`src/rtl/iso_io_pkg.sv`:
```
package iso_io_pkg;
  localparam int ADDR_W = 3;

  // register map; the host software depends on these offsets
  localparam logic [ADDR_W-1:0] A_DRV_LO = 3'd0;
  localparam logic [ADDR_W-1:0] A_IN_LO  = 3'd1;
  localparam logic [ADDR_W-1:0] A_IRQ    = 3'd2;
  localparam logic [ADDR_W-1:0] A_FILT   = 3'd3;
  localparam logic [ADDR_W-1:0] A_DRV_HI = 3'd4;
  localparam logic [ADDR_W-1:0] A_IN_HI  = 3'd5;
  localparam logic [ADDR_W-1:0] A_STAT   = 3'd6;

  // status byte bit positions
  localparam int STAT_LO  = 0;
  localparam int STAT_HI  = 1;
  localparam int STAT_ANY = 2;
endpackage

```
`src/rtl/iso_in_cond.sv`:
```
// Per-lane synchronizer, optional debounce and change detector.
module iso_in_cond #(
  parameter int W        = 16,
  parameter int FILT_LEN = 4
) (
  input  logic         clk,
  input  logic         rst_n,
  input  logic         filt_en,
  input  logic [W-1:0] pin,
  output logic [W-1:0] level,
  output logic [W-1:0] toggle
);
  localparam int CW = $clog2(FILT_LEN);

  logic [W-1:0] s1, s2;

  always_ff @(posedge clk or negedge rst_n) begin
    if (!rst_n) begin
      s1 <= '0;
      s2 <= '0;
    end else begin
      s1 <= pin;
      s2 <= s1;
    end
  end

  for (genvar i = 0; i < W; i++) begin : g_lane
    logic          lvl, lvl_nxt;
    logic [CW-1:0] cnt, cnt_nxt;

    // cnt counts consecutive samples that disagree with the accepted level
    always_comb begin
      lvl_nxt = lvl;
      cnt_nxt = '0;
      if (!filt_en) begin
        lvl_nxt = s2[i];
      end else if (s2[i] != lvl) begin
        if (cnt == CW'(FILT_LEN - 1)) lvl_nxt = s2[i];
        else                          cnt_nxt = cnt + 1'b1;
      end
    end

    always_ff @(posedge clk or negedge rst_n) begin
      if (!rst_n) begin
        lvl <= 1'b0;
        cnt <= '0;
      end else begin
        lvl <= lvl_nxt;
        cnt <= cnt_nxt;
      end
    end

    assign level[i]  = lvl;
    assign toggle[i] = lvl_nxt ^ lvl;
  end
endmodule

```
`src/rtl/iso_irq_ctl.sv`:
```
// Pending-change flags per input port and interrupt enable.
module iso_irq_ctl #(
  parameter int DW = 8
) (
  input  logic          clk,
  input  logic          rst_n,
  input  logic [2*DW-1:0] toggle,
  input  logic          clr,
  input  logic          en_set,
  input  logic          en_clr,
  output logic [1:0]    src,
  output logic          irq
);
  logic       en;
  logic [1:0] hit;

  assign hit = {|toggle[2*DW-1:DW], |toggle[DW-1:0]};

  always_ff @(posedge clk or negedge rst_n) begin
    if (!rst_n) begin
      src <= '0;
      en  <= 1'b0;
    end else begin
      // a change in the clearing cycle is kept
      src <= (clr ? 2'b00 : src) | hit;
      if (en_clr)      en <= 1'b0;
      else if (en_set) en <= 1'b1;
    end
  end

  assign irq = (|src) & en;
endmodule

```
`src/rtl/iso_io_bank.sv`:
```
module iso_io_bank
  import iso_io_pkg::*;
#(
  parameter int DW       = 8,
  parameter int FILT_LEN = 4
) (
  input  logic              clk,
  input  logic              rst_n,
  input  logic [ADDR_W-1:0] addr,
  input  logic [DW-1:0]     wdata,
  input  logic              wr_en,
  input  logic              rd_en,
  output logic [DW-1:0]     rdata,
  input  logic [DW-1:0]     pin_lo,
  input  logic [DW-1:0]     pin_hi,
  output logic [DW-1:0]     drv_lo,
  output logic [DW-1:0]     drv_hi,
  output logic              irq
);
  localparam int NIN = 2 * DW;

  logic            rd_ok;
  logic            filt_en;
  logic [NIN-1:0]  level, toggle;
  logic [1:0]      src;
  logic [DW-1:0]   rsel;
  logic            pend_any, chg_any;

  // a write takes precedence; a read in the same cycle is dropped
  assign rd_ok = rd_en & ~wr_en;

  iso_in_cond #(.W(NIN), .FILT_LEN(FILT_LEN)) u_cond (
    .clk(clk), .rst_n(rst_n), .filt_en(filt_en),
    .pin({pin_hi, pin_lo}), .level(level), .toggle(toggle)
  );

  iso_irq_ctl #(.DW(DW)) u_irq (
    .clk(clk), .rst_n(rst_n), .toggle(toggle),
    .clr(wr_en && addr == A_IN_LO),
    .en_set(rd_ok && addr == A_IRQ),
    .en_clr(wr_en && addr == A_IRQ),
    .src(src), .irq(irq)
  );

  assign pend_any = |src;
  assign chg_any  = |toggle;

  always_ff @(posedge clk or negedge rst_n) begin
    if (!rst_n) begin
      drv_lo  <= '0;
      drv_hi  <= '0;
      filt_en <= 1'b0;
    end else begin
      if (wr_en && addr == A_DRV_LO) drv_lo <= wdata;
      if (wr_en && addr == A_DRV_HI) drv_hi <= wdata;
      if (wr_en && addr == A_FILT)      filt_en <= 1'b0;
      else if (rd_ok && addr == A_FILT) filt_en <= 1'b1;
    end
  end

  always_comb begin
    rsel = '0;
    case (addr)
      A_DRV_LO: rsel = drv_lo;
      A_DRV_HI: rsel = drv_hi;
      A_IN_LO:  rsel = level[DW-1:0];
      A_IN_HI:  rsel = level[NIN-1:DW];
      A_STAT: begin
        rsel[STAT_LO]  = src[0];
        rsel[STAT_HI]  = src[1];
        rsel[STAT_ANY] = pend_any;
      end
      default:  rsel = '0;
    endcase
  end

  always_ff @(posedge clk or negedge rst_n) begin
    if (!rst_n)     rdata <= '0;
    else if (rd_ok) rdata <= rsel;
  end
endmodule

```
`config.mk`:
```
export PLATFORM = sky130hd
export DESIGN_NAME = iso_io_bank
export DESIGN_NICKNAME = d
export VERILOG_FILES = /design/src/rtl/iso_io_pkg.sv /design/src/rtl/iso_in_cond.sv /design/src/rtl/iso_irq_ctl.sv /design/src/rtl/iso_io_bank.sv
export SDC_FILE = /design/constraint.sdc
export NUM_CORES = 1
export LEC_CHECK = 0
export ABC_AREA = 0
export BUFFER_PORTS_ARGS = -buffer_cell sky130_fd_sc_hd__buf_2
export CAP_MARGIN = 10
export CORE_UTILIZATION = 60
export DETAILED_ROUTE_END_ITERATION = 10
export GPL_TIMING_DRIVEN = 0
export PLACE_DENSITY_LB_ADDON = 0.05
export SETUP_SLACK_MARGIN = 0.15
export SLEW_MARGIN = 10
export SYNTH_ARGS = -nofsm -noshare
export SYNTH_HDL_FRONTEND = slang
export SYNTH_SLANG_ARGS = --single-unit
```
`constraint.sdc`:
```
create_clock -name clk -period 3.05 [get_ports clk]
set_input_delay 0.4575 -clock clk [delete_from_list [all_inputs] [get_ports clk]]
set_output_delay 0.4575 -clock clk [all_outputs]
set_load 0.02 [all_outputs]
```
==> metrics.log <==
INFO  metric route.detailed.drc = 0
INFO  metric worst_slew_margin_rel = between 50% and 60%
INFO  metric vertical_die_dimension = 87.0 µm
INFO  metric finalWirelength = between 8000 and 9000 µm
INFO  metric design_area = slightly below 5000 µm²
INFO  metric finalHoldViolCount = 0
INFO  metric dp.cells = between 400 and 500
INFO  metric pwr-share-clk = roughly a quarter
INFO  metric combPwrFrac = 21.1%
INFO  metric finalCriticalPeriod = 1.75 ns
INFO  metric final-instance-count-excl-fill = ~480
INFO  metric synthArstFlopShare = between 90% and 100%
INFO  metric synth.ff_latch_count = approximately 110
INFO  metric netSwitchingPower = between 1 and 1.5 mW
INFO  metric postSynthAreaPerCell = 14.1 µm²
INFO  metric max-clock-path-buffers = 2
INFO  metric setup.worst_path.class = reg -> reg
INFO  metric drt_iter0_markers = between 200 and 250
INFO  metric fraction_of_the_mapped_netlist_area_in_adder_cells = under 10%
INFO  metric via_count_of_the_first_global_routing_pass = roughly 2600
INFO  metric intPower = between 2 and 2.5 mW
INFO  metric unrepaired_setup_endpoints_after_global_routing = false
INFO  metric synth.largest_area_cell = sky130_fd_sc_hd__dfrtp_1
INFO  metric drive_above_1_share = 30.9%
INFO  metric synth.top_cell.area_share = around 62%
INFO  metric postRouteAntennaNets = 0
INFO  metric power.density = about 700 nW/µm²
INFO  metric gp_routability_congestion = 0.768
INFO  metric clk-insertion-delay-late = 0.36 ns
INFO  metric final_core_utilization = a little over 70%
INFO  metric outcome = finished clean
INFO  metric ys_top_cells_by_area = sky130_fd_sc_hd__dfrtp_1 (62%), sky130_fd_sc_hd__mux2_2 (8.3%), sky130_fd_sc_hd__ha_1 (4.6%)
INFO  metric cts.repair_timing.setup_buffer_count = 0
INFO  metric die_w = slightly below 90 µm
INFO  metric routed-via-count = ~2600
INFO  metric core_area = approximately 6900 µm²
INFO  metric placement_rows = 30
INFO  metric synth-simple-area-share = about a tenth
INFO  metric post_drt_wl_per_cell = approximately 17 µm
INFO  metric worst_slew_pin_slew = a little over 0.6 ns
INFO  metric synthMuxAreaShare = roughly 13%
INFO  metric cp.required = around 3.3 ns
INFO  metric yosys_most_used_dff = sky130_fd_sc_hd__dfrtp_1
INFO  metric peakVddDrop = a little under 0.0005 V
INFO  metric cts_tree = yes
INFO  metric dpl_cell_area = between 4000 and 5000 µm²
INFO  metric synth.yosys.seq_area_share = around 62%
INFO  metric worst-endpoint-arrival = about 2.0 ns
INFO  metric pwr-share-seq = about 53%
INFO  metric io_buffer_count = between 50 and 60
INFO  metric drv.max_cap_violation_count = 0
INFO  metric die-area = about 7600 µm²
INFO  metric critPathMaxFanout = 2
INFO  metric swShare = a little under a third
INFO  metric leakagePower = roughly 2.5 nW
INFO  metric clk_tree_root_cell = sky130_fd_sc_hd__clkbuf_8
INFO  metric mappedNetlistNets = about 360
INFO  metric timing.critical_path.to_type = flop
INFO  metric setup-tns-final = 0 ns
INFO  metric p_total = between 3 and 4 mW
INFO  metric cts_resized = 0
INFO  metric cts-hold-fix-buffers = 0
INFO  metric timing.critical_path.from_type = flop
INFO  metric number_of_detailed_route_iterations_in_the_first_pass = 4
INFO  metric synth_enable_flop_cells = 0
INFO  metric fin_hold_ws = ~0.024 ns
INFO  metric setup_ws = 1.30 ns
INFO  metric synth_xor_area_share = under 10%
INFO  metric number_of_setup_violations_in_the_final_report = 0
INFO  metric worst_setup_hold_path_clk_slew = around 0.1 ns
INFO  metric tritoncts_num_sinks = around 110
INFO  metric pre_cts_slack = between 1 and 1.5 ns
INFO  metric global_route.usage.total = ~24%
INFO  metric mappedNetlistArea = approximately 4300 µm²
INFO  metric finish.net_count = approximately 420
INFO  metric vias_per_cell = approximately 5.5
INFO  metric hold_path.class = in -> async
INFO  metric yosys_warnings = 0
INFO  metric diodes = 0
INFO  metric timing.final.max_slew_violations = 0
INFO  metric h-tree-depth = 3
INFO  metric grt-ovfl-total = 0
INFO  metric initial_utilization = a little over three fifths
INFO  metric antenna_found_initial = 0
INFO  metric share_of_the_synthesized_area_in_compound_gates_ao_oa_aoi_oai = 5.28%
INFO  metric layout-area-overhead-vs-synth = 14.6%
INFO  metric fmax = 0.570 GHz
INFO  metric grt_first_pass_wirelength = 13200 µm
INFO  metric detailedPlacementHpwl = roughly 5800 µm
INFO  metric main_combinational_cell_family_by_area_after_synthesis = multiplexers
INFO  metric period_utilisation_layout = between 50 and 60%
INFO  metric synth_cell_types = 37
INFO  metric tritoncts_buffer_count = 9
INFO  metric top_level_ports = between 50 and 60
INFO  metric fin_worst_skew = 0.00498 ns
INFO  metric synthesis.instances = between 300 and 400
INFO  metric grt_start_max_net_pins = 60
per-layer routing:
layer  track usage, %  routed length (µm)  vias to the layer above
met5                0                   0                        -
met4             6.36                  36                        0
met3             5.40                 390                        2
met2             39.3                3940                       74
met1             33.5                3650                     1335
li1                 -                   -                     1221
critical path, stage by stage, from the launching register on:
cell                       delay, ns
sky130_fd_sc_hd__dfrtp_1        0.40
sky130_fd_sc_hd__ha_1           0.21
sky130_fd_sc_hd__nand2b_1       0.18
sky130_fd_sc_hd__a222oi_1       0.42
sky130_fd_sc_hd__o221ai_1       0.19
sky130_fd_sc_hd__a211o_1        0.24
synthesized netlist by cell type (2+ instances only):
library cell                 n
sky130_fd_sc_hd__mux4_1      2
sky130_fd_sc_hd__a21oi_1     3
sky130_fd_sc_hd__nor2_1     11
sky130_fd_sc_hd__buf_2       4
sky130_fd_sc_hd__mux2i_1     2
sky130_fd_sc_hd__xor2_1     16
sky130_fd_sc_hd__mux4_2      5
sky130_fd_sc_hd__nand2_1    21
sky130_fd_sc_hd__nor2b_1    16
sky130_fd_sc_hd__a31oi_1     5
sky130_fd_sc_hd__nand2b_1    5
sky130_fd_sc_hd__mux2_2     32
sky130_fd_sc_hd__o21a_1      2
sky130_fd_sc_hd__inv_1       2
sky130_fd_sc_hd__clkbuf_1    4
sky130_fd_sc_hd__a22oi_1     6
sky130_fd_sc_hd__nor3b_1     3
sky130_fd_sc_hd__ha_1       16
sky130_fd_sc_hd__nor3_1      6
sky130_fd_sc_hd__and3_1     15
sky130_fd_sc_hd__a22o_1      5
sky130_fd_sc_hd__o21ai_0     3
sky130_fd_sc_hd__dfrtp_1   108
sky130_fd_sc_hd__nor4_1      3
final cells by class:
cell class / count / area (µm²)
fillers: 511 / 1940
plain buffers: 10 / 53.8
clock inverters: 6 / 70.1
multi-input cells: 188 / 1570
well taps: 96 / 120
repair buffers: 55 / 304
clock buffers: 10 / 138
inverters: 2 / 7.51
flip-flops and latches: 108 / 2700
registers in the layout, summed over array words and instances, names as in the netlist, 2 cells and up:
signal,count
u_cond.s2,16
u_cond.g_lane.cnt,32
rdata,8
u_cond.s1,16
u_cond.g_lane.lvl,16
drv_lo,8
drv_hi,8
u_irq.src,2
cell families after synthesis:
group                      after synthesis
xor gates and xnor gates                16
DFF                                    108
adders and majority gates               16
buffers and inverters                   12
muxes                                   41
and+or+nand+nor                         84
AOI/OAI and AO/OA                       31
cells in the final DEF, fill, tap and decap left out, types with 4 or more instances in the layout:
cell type and count:
sky130_fd_sc_hd__dfrtp_1 108, sky130_fd_sc_hd__buf_2 57, sky130_fd_sc_hd__mux2_2 32, sky130_fd_sc_hd__nand2_1 21, sky130_fd_sc_hd__xor2_1 16, sky130_fd_sc_hd__nor2b_1 16
sky130_fd_sc_hd__ha_1 16, sky130_fd_sc_hd__and3_1 15, sky130_fd_sc_hd__nor2_1 11, sky130_fd_sc_hd__clkbuf_8 10, sky130_fd_sc_hd__nor3_1 6, sky130_fd_sc_hd__a22oi_1 6
sky130_fd_sc_hd__nand2b_1 5, sky130_fd_sc_hd__a31oi_1 5, sky130_fd_sc_hd__mux4_2 5, sky130_fd_sc_hd__a22o_1 5, sky130_fd_sc_hd__clkbuf_1 4
power groups by stage:
stage / Combinational [mW] / Sequential [mW] / Clock, mW
after floorplan: 0.416 / 1.87 / 0
after global placement: 0.700 / 1.84 / 0
after detailed placement: 0.725 / 1.85 / 0
after CTS: 0.729 / 1.82 / 0.910
after global routing: 0.804 / 1.85 / 0.966
final: 0.725 / 1.81 / 0.890
worst paths after layout:
kind	from	endpoint	slack [ns]	depth (start not counted)
min reg2reg	u_cond.s1[3]$_DFF_PN0_	u_cond.s2[3]$_DFF_PN0_	0.36	0
max in group asynchronous	rst_n	u_cond.s2[11]$_DFF_PN0_	2.40	2
max reg2reg	u_cond.g_lane[4].cnt[0]$_DFF_PN0_	u_irq.src[0]$_DFF_PN0_	1.30	5
min in group clk	pin_lo[3]	u_cond.s1[3]$_DFF_PN0_	0.19	1
max	u_cond.g_lane[4].cnt[0]$_DFF_PN0_	u_irq.src[0]$_DFF_PN0_	1.30	5
min	rst_n	u_cond.s2[5]$_DFF_PN0_	0.02	1
Power figures use the tool's default switching activity.
